===== src/rtl/gwc_pkg.sv =====
package gwc_pkg;
  localparam logic [15:0] GTP_UDP_PORT  = 16'd2152;
  localparam logic [2:0]  GTP_VERSION   = 3'd1;
  localparam logic [7:0]  GTP_MSG_GPDU  = 8'hFF;
  localparam int unsigned TUN_HDR_BYTES = 36;

  typedef enum logic [1:0] {
    RSN_NONE  = 2'd0,
    RSN_MAC   = 2'd1,
    RSN_FW    = 2'd2,
    RSN_OWNIP = 2'd3
  } reason_e;

  typedef enum logic [1:0] {
    TBL_SMAC = 2'd0,
    TBL_DMAC = 2'd1,
    TBL_UFW  = 2'd2,
    TBL_DFW  = 2'd3
  } tbl_e;
endpackage


===== src/rtl/gwc_cam.sv =====
module gwc_cam #(
  parameter int unsigned KEY_W = 32,
  parameter int unsigned DEPTH = 16,
  parameter int unsigned IDX_W = 4
) (
  input  logic             clk_i,
  input  logic             rst_ni,
  input  logic             wr_en_i,
  input  logic [IDX_W-1:0] wr_idx_i,
  input  logic [KEY_W-1:0] wr_key_i,
  input  logic             wr_valid_i,
  input  logic [KEY_W-1:0] lookup_key_i,
  output logic             hit_o
);
  localparam logic [IDX_W:0] DEPTH_L = (IDX_W+1)'(DEPTH);

  logic [DEPTH-1:0] match;
  logic             wr_in_range;

  assign wr_in_range = {1'b0, wr_idx_i} < DEPTH_L;

  for (genvar i = 0; i < DEPTH; i++) begin : g_ent
    logic [KEY_W-1:0] key_q;
    logic             vld_q;
    always_ff @(posedge clk_i or negedge rst_ni) begin
      if (!rst_ni) begin
        key_q <= '0;
        vld_q <= 1'b0;
      end else if (wr_en_i && wr_idx_i == IDX_W'(i)) begin
        key_q <= wr_key_i;
        vld_q <= wr_valid_i;
      end
    end
    assign match[i] = vld_q && (key_q == lookup_key_i);
  end

  assign hit_o = |match;

  // an entry just installed is found by the next lookup of its key
  a_r10_write_hit: assert property (@(posedge clk_i) disable iff (!rst_ni)
    (wr_en_i && wr_valid_i && wr_in_range) |=>
      (lookup_key_i != $past(wr_key_i)) || hit_o);
endmodule


===== src/rtl/gwc_decide.sv =====
module gwc_decide
  import gwc_pkg::*;
#(
  parameter int unsigned LEN_W = 16
) (
  input  logic             smac_hit_i,
  input  logic             dmac_hit_i,
  input  logic             ipv4_ok_i,
  input  logic             gtp_ok_i,
  input  logic [15:0]      udp_dport_i,
  input  logic [2:0]       gtp_ver_i,
  input  logic [7:0]       gtp_type_i,
  input  logic             ufw_hit_i,
  input  logic             dfw_hit_i,
  input  logic             own_match_i,
  input  logic [LEN_W-1:0] len_i,
  output logic             drop_o,
  output logic             dir_o,
  output reason_e          reason_o,
  output logic [LEN_W-1:0] len_o
);
  logic mac_ok, tunnel;

  assign mac_ok = smac_hit_i && dmac_hit_i;
  assign tunnel = ipv4_ok_i && gtp_ok_i && (udp_dport_i == GTP_UDP_PORT)
                  && (gtp_ver_i == GTP_VERSION) && (gtp_type_i == GTP_MSG_GPDU);

  always_comb begin
    dir_o    = 1'b0;
    reason_o = RSN_NONE;
    len_o    = len_i;
    if (!mac_ok) begin
      reason_o = RSN_MAC;
    end else if (tunnel) begin
      dir_o = 1'b1;
      if (!ufw_hit_i)        reason_o = RSN_FW;
      else if (!own_match_i) reason_o = RSN_OWNIP;
      else                   len_o = len_i - LEN_W'(TUN_HDR_BYTES);
    end else if (!dfw_hit_i) begin
      reason_o = RSN_FW;
    end
    drop_o = (reason_o != RSN_NONE);
  end
endmodule


===== src/rtl/gw_ingress_classifier.sv =====
module gw_ingress_classifier
  import gwc_pkg::*;
#(
  parameter int unsigned MAC_DEPTH = 8,
  parameter int unsigned FW_DEPTH  = 16,
  parameter int unsigned LEN_W     = 16,
  parameter int unsigned IDX_W     = $clog2((MAC_DEPTH > FW_DEPTH) ? MAC_DEPTH : FW_DEPTH)
) (
  input  logic             clk_i,
  input  logic             rst_ni,
  input  logic [31:0]      own_ip_i,
  input  logic             wr_en_i,
  input  logic [1:0]       wr_tbl_i,
  input  logic [IDX_W-1:0] wr_idx_i,
  input  logic [47:0]      wr_key_i,
  input  logic             wr_valid_i,
  input  logic             pkt_valid_i,
  output logic             pkt_ready_o,
  input  logic [47:0]      src_mac_i,
  input  logic [47:0]      dst_mac_i,
  input  logic             ipv4_ok_i,
  input  logic [31:0]      src_ip_i,
  input  logic [31:0]      dst_ip_i,
  input  logic             gtp_ok_i,
  input  logic [15:0]      udp_dport_i,
  input  logic [2:0]       gtp_ver_i,
  input  logic [7:0]       gtp_type_i,
  input  logic [LEN_W-1:0] len_i,
  output logic             vrd_valid_o,
  input  logic             vrd_ready_i,
  output logic             drop_o,
  output logic             dir_o,
  output logic [1:0]       reason_o,
  output logic [LEN_W-1:0] len_o
);
  logic [3:0] tbl_we;
  logic       smac_hit, dmac_hit, ufw_hit, dfw_hit;
  logic       accept;

  for (genvar t = 0; t < 4; t++) begin : g_we
    assign tbl_we[t] = wr_en_i && (wr_tbl_i == 2'(t));
  end

  gwc_cam #(.KEY_W(48), .DEPTH(MAC_DEPTH), .IDX_W(IDX_W)) u_smac (
    .clk_i, .rst_ni, .wr_en_i(tbl_we[TBL_SMAC]), .wr_idx_i, .wr_key_i,
    .wr_valid_i, .lookup_key_i(src_mac_i), .hit_o(smac_hit));
  gwc_cam #(.KEY_W(48), .DEPTH(MAC_DEPTH), .IDX_W(IDX_W)) u_dmac (
    .clk_i, .rst_ni, .wr_en_i(tbl_we[TBL_DMAC]), .wr_idx_i, .wr_key_i,
    .wr_valid_i, .lookup_key_i(dst_mac_i), .hit_o(dmac_hit));
  gwc_cam #(.KEY_W(32), .DEPTH(FW_DEPTH), .IDX_W(IDX_W)) u_ufw (
    .clk_i, .rst_ni, .wr_en_i(tbl_we[TBL_UFW]), .wr_idx_i,
    .wr_key_i(wr_key_i[31:0]), .wr_valid_i, .lookup_key_i(src_ip_i), .hit_o(ufw_hit));
  gwc_cam #(.KEY_W(32), .DEPTH(FW_DEPTH), .IDX_W(IDX_W)) u_dfw (
    .clk_i, .rst_ni, .wr_en_i(tbl_we[TBL_DFW]), .wr_idx_i,
    .wr_key_i(wr_key_i[31:0]), .wr_valid_i, .lookup_key_i(src_ip_i), .hit_o(dfw_hit));

  logic             drop_d, dir_d;
  reason_e          reason_d;
  logic [LEN_W-1:0] len_d;

  gwc_decide #(.LEN_W(LEN_W)) u_decide (
    .smac_hit_i(smac_hit), .dmac_hit_i(dmac_hit), .ipv4_ok_i, .gtp_ok_i,
    .udp_dport_i, .gtp_ver_i, .gtp_type_i, .ufw_hit_i(ufw_hit), .dfw_hit_i(dfw_hit),
    .own_match_i(dst_ip_i == own_ip_i), .len_i,
    .drop_o(drop_d), .dir_o(dir_d), .reason_o(reason_d), .len_o(len_d));

  assign pkt_ready_o = !vrd_valid_o || vrd_ready_i;
  assign accept      = pkt_valid_i && pkt_ready_o;

  always_ff @(posedge clk_i or negedge rst_ni) begin
    if (!rst_ni) begin
      vrd_valid_o <= 1'b0;
      drop_o      <= 1'b0;
      dir_o       <= 1'b0;
      reason_o    <= 2'd0;
      len_o       <= '0;
    end else if (accept) begin
      vrd_valid_o <= 1'b1;
      drop_o      <= drop_d;
      dir_o       <= dir_d;
      reason_o    <= reason_d;
      len_o       <= len_d;
    end else if (vrd_ready_i) begin
      vrd_valid_o <= 1'b0;
    end
  end

  // verdict frozen under back-pressure
  a_r9_hold: assert property (@(posedge clk_i) disable iff (!rst_ni)
    (vrd_valid_o && !vrd_ready_i) |=>
      (vrd_valid_o && $stable(drop_o) && $stable(dir_o) && $stable(reason_o) && $stable(len_o)));

  // MAC miss gives reason 1 on the next verdict
  a_r2_mac_gate: assert property (@(posedge clk_i) disable iff (!rst_ni)
    (accept && !(smac_hit && dmac_hit)) |=> (drop_o && reason_o == 2'd1 && !dir_o));

  // qualifying tunnel packets are steered uplink
  a_r3_uplink: assert property (@(posedge clk_i) disable iff (!rst_ni)
    (accept && smac_hit && dmac_hit && ipv4_ok_i && gtp_ok_i && udp_dport_i == 16'd2152
     && gtp_ver_i == 3'd1 && gtp_type_i == 8'hFF) |=> dir_o);

  // uplink past firewall with foreign destination is reason 3
  a_r6_own_ip: assert property (@(posedge clk_i) disable iff (!rst_ni)
    (accept && smac_hit && dmac_hit && ufw_hit && ipv4_ok_i && gtp_ok_i
     && udp_dport_i == 16'd2152 && gtp_ver_i == 3'd1 && gtp_type_i == 8'hFF
     && dst_ip_i != own_ip_i) |=> (reason_o == 2'd3));

  // drop flag agrees with the reason code
  a_r11_drop_code: assert property (@(posedge clk_i) disable iff (!rst_ni)
    vrd_valid_o |-> (drop_o == (reason_o != 2'd0)));
endmodule


===== config.mk =====
export PLATFORM = sky130hd
export DESIGN_NAME = gw_ingress_classifier
export DESIGN_NICKNAME = d
export VERILOG_FILES = /design/src/rtl/gwc_pkg.sv /design/src/rtl/gwc_cam.sv /design/src/rtl/gwc_decide.sv /design/src/rtl/gw_ingress_classifier.sv
export SDC_FILE = /design/constraint.sdc
export NUM_CORES = 2
export LEC_CHECK = 0
export ABC_CLOCK_PERIOD_IN_PS = 3000
export BUFFER_PORTS_ARGS = -buffer_cell sky130_fd_sc_hd__buf_4
export CORE_AREA = 2 2 518 520
export DETAILED_ROUTE_END_ITERATION = 6
export DIE_AREA = 0 0 520 522
export SLEW_MARGIN = 20
export SYNTH_ARGS = -nofsm -noshare
export SYNTH_HDL_FRONTEND = slang
export SYNTH_SLANG_ARGS = --single-unit

===== constraint.sdc =====
create_clock -name clk_i -period 3 [get_ports clk_i]
set_input_delay 0.15 -clock clk_i [delete_from_list [all_inputs] [get_ports clk_i]]
set_output_delay 0.15 -clock clk_i [all_outputs]
set_load 0.02 [all_outputs]

=== After elaboration in Yosys (flattened, before gate mapping) ===
Cells that the tools add are included.

* Muxes and demuxes: 13
* Add/subtract/negate cells: 1
* Reduce and logical (&&, ||, !) cells: 116
* Eq/ne operators: 70

{| class="wikitable"
|+ Operators by type and width
! cell !! count
|-
| $eq 32x32->1 || 33
|-
| $eq 48x48->1 || 16
|-
| $logic_and 1x1->1 || 106
|-
| $mux 16 || 4
|-
| $eq 4x4->1 const B || 8
|-
| $reduce_or 16->1 || 2
|-
| $eq 16x12->1 const B || 1
|-
| $eq 4x3->1 const B || 4
|-
| $reduce_or 8->1 || 2
|-
| $sub 16x6->16 const B || 1
|-
| $mux 2 || 5
|-
| $eq 4x2->1 const B || 2
|-
| $eq 8x8->1 const B || 1
|-
| $eq 2x2->1 const B || 2
|-
| $eq 4x1->1 const B || 1
|-
| $logic_not 4->1 || 1
|-
| $mux 1 || 4
|-
| $reduce_bool 2->1 || 2
|-
| $eq 3x1->1 const B || 1
|-
| $eq 2x1->1 const B || 1
|-
| $logic_not 2->1 || 1
|-
| $logic_not 1->1 || 1
|-
| $logic_or 1x1->1 || 1
|}

* Logic and storage cells: 301
* Register bits: 1,861
* Input bits: 297
* Output and inout port bits: 22

=== Depth between registers and ports, before layout ===
* Word-level depth: 7
* Gate-level depth with buffers: 13
* Gate-level depth less buffers: 9

=== Modules after synthesis ===
A second synthesis with hierarchy kept.

* Cell total of the unflattened synthesis: 6,936
* Area total of the unflattened synthesis: 91,469.0 µm²

{| class="wikitable"
|+ Modules (own cells, without submodules)
! module !! area an instance (µm²) !! cells an instance !! sequential area each (µm²) !! times used
|-
| gwc_cam at u_dfw ... || 25,776.0 || 1,940 || 13,212.7 || 2
|-
| gwc_cam at u_dmac ... || 19,060.8 || 1,444 || 9,809.4 || 2
|-
| gw_ingress_classifier || 1,251.2 || 94 || 525.5 || 1
|-
| gwc_decide || 544.3 || 74 || 0.0 || 1
|}

=== Worst setup path after synthesis ===
OpenSTA, ideal clock, no wires.

* Path kind: flip-flop to flip-flop
* From: reg u_dmac.g_ent[7].key_q[44]
* To: reg len_o[15]
* Period minus slack after synthesis: 2.539 ns
* Data arrival time: 2.457 ns
* Path slack: 0.461 ns
* Library setup time: 0.082 ns
* Cell stages (with the launch flop): 10
* Required time: 2.918 ns
* Buffers on the path: 0
* Path through: dfrtp_1 -> xor2_1 -> a2111o_1 -> or4_4 -> nor4_2 -> a311oi_1 -> nor4bb_4 -> nor2_4 -> or4b_1 -> a31oi_1

* Word-level cells in the longest chain between the ends: 5

{| class="wikitable"
|+ Ends and longest elaborated chain
! what !! line !! source
|-
| start, declared || gwc_cam.sv:23 || <nowiki>logic [KEY_W-1:0] key_q;</nowiki>
|-
| start signal, assigned || gwc_cam.sv:30 || <nowiki>key_q <= wr_key_i;</nowiki>
|-
| $eq 48x48->1 || gwc_cam.sv:34 || <nowiki>assign match[i] = vld_q && (key_q == lookup_key_i);</nowiki>
|-
| $logic_and 1x1->1 || gwc_cam.sv:34 ||
|-
| $reduce_or 8->1 || gwc_cam.sv:37 || <nowiki>assign hit_o = |match;</nowiki>
|-
| $logic_and 1x1->1 || gwc_decide.sv:24 || <nowiki>assign mac_ok = smac_hit_i && dmac_hit_i;</nowiki>
|-
| $mux 16 || gwc_decide.sv:32 || <nowiki>if (!mac_ok) begin</nowiki>
|-
| end signal, assigned || gw_ingress_classifier.sv:82 || <nowiki>len_o <= len_d;</nowiki>
|-
| end, declared || gw_ingress_classifier.sv:34 || <nowiki>output logic [LEN_W-1:0] len_o</nowiki>
|}

No other way between the ends.
A chain may end at the register's enable or synchronous reset.

=== Final worst setup path ===
* From: reg u_ufw.g_ent[11].key_q[2]
* To: reg len_o[15]

* Word-level cells in the longest chain between the ends: 6

{| class="wikitable"
|+ Ends and longest elaborated chain
! what !! line !! source
|-
| start, declared || gwc_cam.sv:23 ||
|-
| start signal, assigned || gwc_cam.sv:30 ||
|-
| $eq 32x32->1 || gwc_cam.sv:34 ||
|-
| $logic_and 1x1->1 || gwc_cam.sv:34 ||
|-
| $reduce_or 16->1 || gwc_cam.sv:37 ||
|-
| $mux 16 || gwc_decide.sv:36 || <nowiki>if (!ufw_hit_i) reason_o = RSN_FW;</nowiki>
|-
| $mux 16 || gwc_decide.sv:34 || <nowiki>end else if (tunnel) begin</nowiki>
|-
| $mux 16 || gwc_decide.sv:32 ||
|}

No other way between the ends.

==> results.txt <==
Status -> finished with violations
Violated checks -> DRC, setup timing
Area occupied by multi-input gates -> 0.0441 mm2
Switching Share -> 28.4%
Initial antenna violation count -> 62
RSZ-0062 raised after global routing -> true
Register area share after synthesis -> 50.3%
DR vias/cell -> 5.55
Syn avg cell area -> 12.8 um2
Layout Skew -> 66.5 ps
Data arrival time of the worst path -> 3830 ps
Hold Path Class -> input pin to register
Post-route insts no fill -> 11754
Core footprint -> 0.266 mm2
Clk Latency, worst-skew pair -> 920 ps
Netlist cell types -> 62
First-pass GRT wire length -> 512000 um
Post-synth EDFFs -> 0
Chip height -> 522 um
Final layout net count -> 8335
Yosys top cell area share -> 50.3%
NetSw -> 0.0198 W
H-tree levels -> 4
Yosys top cell by area -> dfrtp_1
Crit path launch type -> register
Worst R2R Setup Slack -> -50 ps
Top cells by area, synth -> dfrtp_1, mux2_2, xnor2_1
Worst-path clk slew -> 60 ps
Worst Path Max Fanout -> 8
Fin crit share -> 102%
Crit end category -> register
Die width -> 520 um
Via count -> 65250
Vias in the first global route -> 66772
Mapped cell area -> 0.0927 mm2
CTS Sinks -> 1861
Worst-Margin Slew -> 1290 ps
Flops & latches, synth -> 1861
Total Die Area -> 0.271 mm2
Tmin final -> 3050 ps
Num ports -> 319
Routed wire length -> 364000 um
Seq pwr share -> 44.1%
TritonRoute pass-1 iters -> 7
Asr flop ratio synth -> 100%
Share of cells above drive strength 1 -> 41.2%
DRC Markers -> 145
Clock share of power -> 36.9%
Critical Path RT -> 3780 ps
Placed cell count -> 11303
Combinational Power Share -> 19.0%
Mapped Cells -> 7263
Starting Density -> 34.8%
Clk buf depth -> 4
DR iter-0 viols -> 6745
Detail Route Antenna Nets -> 0
FMAX -> 0.328 GHz
Post-DP HPWL -> 238000 um
TritonCTS clock tree -> built
CTS Buf Count -> 208
Final hold vios -> 0
Leakage -> 50.7 nW
Final setup viols -> 1
Total Power -> 0.0698 W
IO Port Bufs -> 318
Fillcell total -> 24559
Area Growth Syn to Fin -> 21.6%
Syn_nets -> 7561
Pin count of the biggest net entering global routing -> 130
Area occupied by registers -> 0.0466 mm2
Crit Path Class -> register to register
Slew Limit Headroom -> 14.3%
Min setup slack post-route -> -47.7 ps
GRT Overall Usage -> 26.3%
FP Rows -> 190
Max Slew Vio Count -> 0
Predominant post-synthesis flop cell -> dfrtp_1
Placer's final routability congestion estimate -> 0.903
Synth warn -> 0
GRT overflow -> 0
Max-cap violation count -> 0
Root Buffer -> clkbuf_16
Pre-CTS setup slack -> -797 ps
Power Density -> 619 mW/mm2
Internal power -> 0.0500 W
Routed wire length per instance -> 31.0 um
Worst VDD drop -> 0.497 mV
## flip-flops by register name, indices dropped and copies added, names as in the netlist
register	cells
vrd_valid_o	1
u_dfw.g_ent.key_q	512
len_o	16
u_dmac.g_ent.key_q	384
u_smac.g_ent.key_q	384
u_ufw.g_ent.vld_q	16
u_dmac.g_ent.vld_q	8
reason_o	2
u_smac.g_ent.vld_q	8
u_ufw.g_ent.key_q	512
dir_o	1
drop_o	1
u_dfw.g_ent.vld_q	16
## worst max-delay path, cell delays in order (launching register included)
cell	delay, ps
dfrtp_1	390
xor2_1	200
nor4_1	350
nand4_1	150
or4_1	640
o2111ai_4	190
nor4_4	70
buf_12	150
buf_12	160
or4b_1	500
a31oi_1	140
## cell usage after synthesis (all sizes together) (7+ instances only)
master	number
nand3	70
nor3b	7
nor3	54
nand2	110
buf	234
o2111ai	14
nor2	31
inv	45
nor4b	10
xnor2	1142
nor2b	25
nand4	342
dfrtp	1861
xor2	634
clkbuf	366
or4	16
o22ai	8
a2111oi	8
mux2	1839
nand2b	41
o21ai	22
nor4	297
or2	7
and3	12
nand4b	17
## worst paths after layout
| kind | start | to | cells after the start |
|---|---|---|---|
| max in group asynchronous | rst_ni | len_o[15] | 3 |
| setup / recovery | u_ufw.g_ent[11].key_q[2] | len_o[15] | 10 |
| min in group asynchronous | rst_ni | u_smac.g_ent[6].key_q[27] | 3 |
| hold / removal | wr_key_i[5] | u_smac.g_ent[5].key_q[5] | 2 |
| hold reg to reg | len_o[10] | len_o[10] | 2 |
| setup reg to reg | u_ufw.g_ent[11].key_q[2] | len_o[15] | 10 |
## cells in the final DEF, fill, tap and decap left out, types with 14 or more instances in the layout
master / instances
clkbuf_16: 212
nor2b_1: 23
xnor2_1: 1130
nor4_4: 19
buf_12: 141
nand2b_1: 41
nor3_1: 50
nor4_1: 249
nand2_2: 16
inv_1: 44
xor2_1: 627
nand4_1: 342
clkbuf_8: 41
clkinv_2: 23
nor2_1: 17
nor4_2: 29
dfrtp_1: 1861
clkbuf_1: 55
buf_4: 948
o21ai_1: 14
nand4b_1: 17
nand3_1: 67
mux2_2: 1839
dlygate4sd3_1: 70
nand2_1: 94
diode_2: 18
## through the flow
step	hold slack [ps]	setup TNS [ps]	cell area, um2	utilization, %
final	43.6	-47.7	113000	42.3
after global routing	1.69	-599	113000	42.3
after CTS	1.63	-45.4	112000	42.2
after detailed placement	161	-11210	105000	39.2
after global placement	156	-11870	105000	39.2
after floorplan	-146	0	92700	-
## cells by family (layout without fill, tap and decap cells)
| logic type | count (synthesis) | in the layout | synth area share, % |
|---|---|---|---|
| other | 0 | 18 | 0 |
| XOR/XNOR | 1776 | 1776 | 16.8 |
| AO/OA/AOI/OAI | 88 | 88 | 0.722 |
| buffers and inverters | 645 | 1565 | 3.03 |
| AND/OR/NAND/NOR | 1053 | 1054 | 6.85 |
| adder cells (fa/ha/maj) | 1 | 1 | 0.0135 |
| multiplexers | 1839 | 1839 | 22.3 |
| flip-flops | 1861 | 1861 | 50.3 |
## final cells by class
class / count / share of cell area, %
clock inverters: 49 / 0.555
clock buffers: 308 / 5.39
flip-flops and latches: 1861 / 41.3
repair buffers: 1163 / 9.51
well taps: 3552 / 3.94
multi-input cells: 4758 / 39.1
inverters: 45 / 0.150
diodes: 18 / 0.0400
## per-layer routing
| layer | up-vias | routed length (um) | share of wire, % | track usage (%) |
|---|---|---|---|---|
| li1 | 26849 | - | - | - |
| met1 | 34668 | 153000 | 42 | 35.6 |
| met2 | 2967 | 168000 | 46 | 42.2 |
| met3 | 738 | 28900 | 7.9 | 4.71 |
| met4 | 28 | 14200 | 3.9 | 9.59 |
| met5 | - | 193 | 0.053 | 0 |
## power by group through the flow
stage          combinational, W  sequential, W  clock [W]
2_1_floorplan           0.00778         0.0306          0
3_3_place_gp             0.0128         0.0310          0
3_5_place_dp             0.0129         0.0312          0
4_1_cts                  0.0132         0.0307     0.0261
5_1_grt                  0.0141         0.0311     0.0270
6_report                 0.0133         0.0308     0.0257
## timing repair
| action | CTS | global route |
|---|---|---|
| endpoints found under the hold margin | 1702 | 0 |
| cloned | 1 | 0 |
| pin swaps | 31 | 13 |
| hold buffers | 71 | 0 |
| buffers inserted | 5 | 1 |
| gates resized for setup | 58 | 41 |
| setup endpoints to repair | 17 | 17 |
Note: power is estimated with default switching activity, not from simulation.
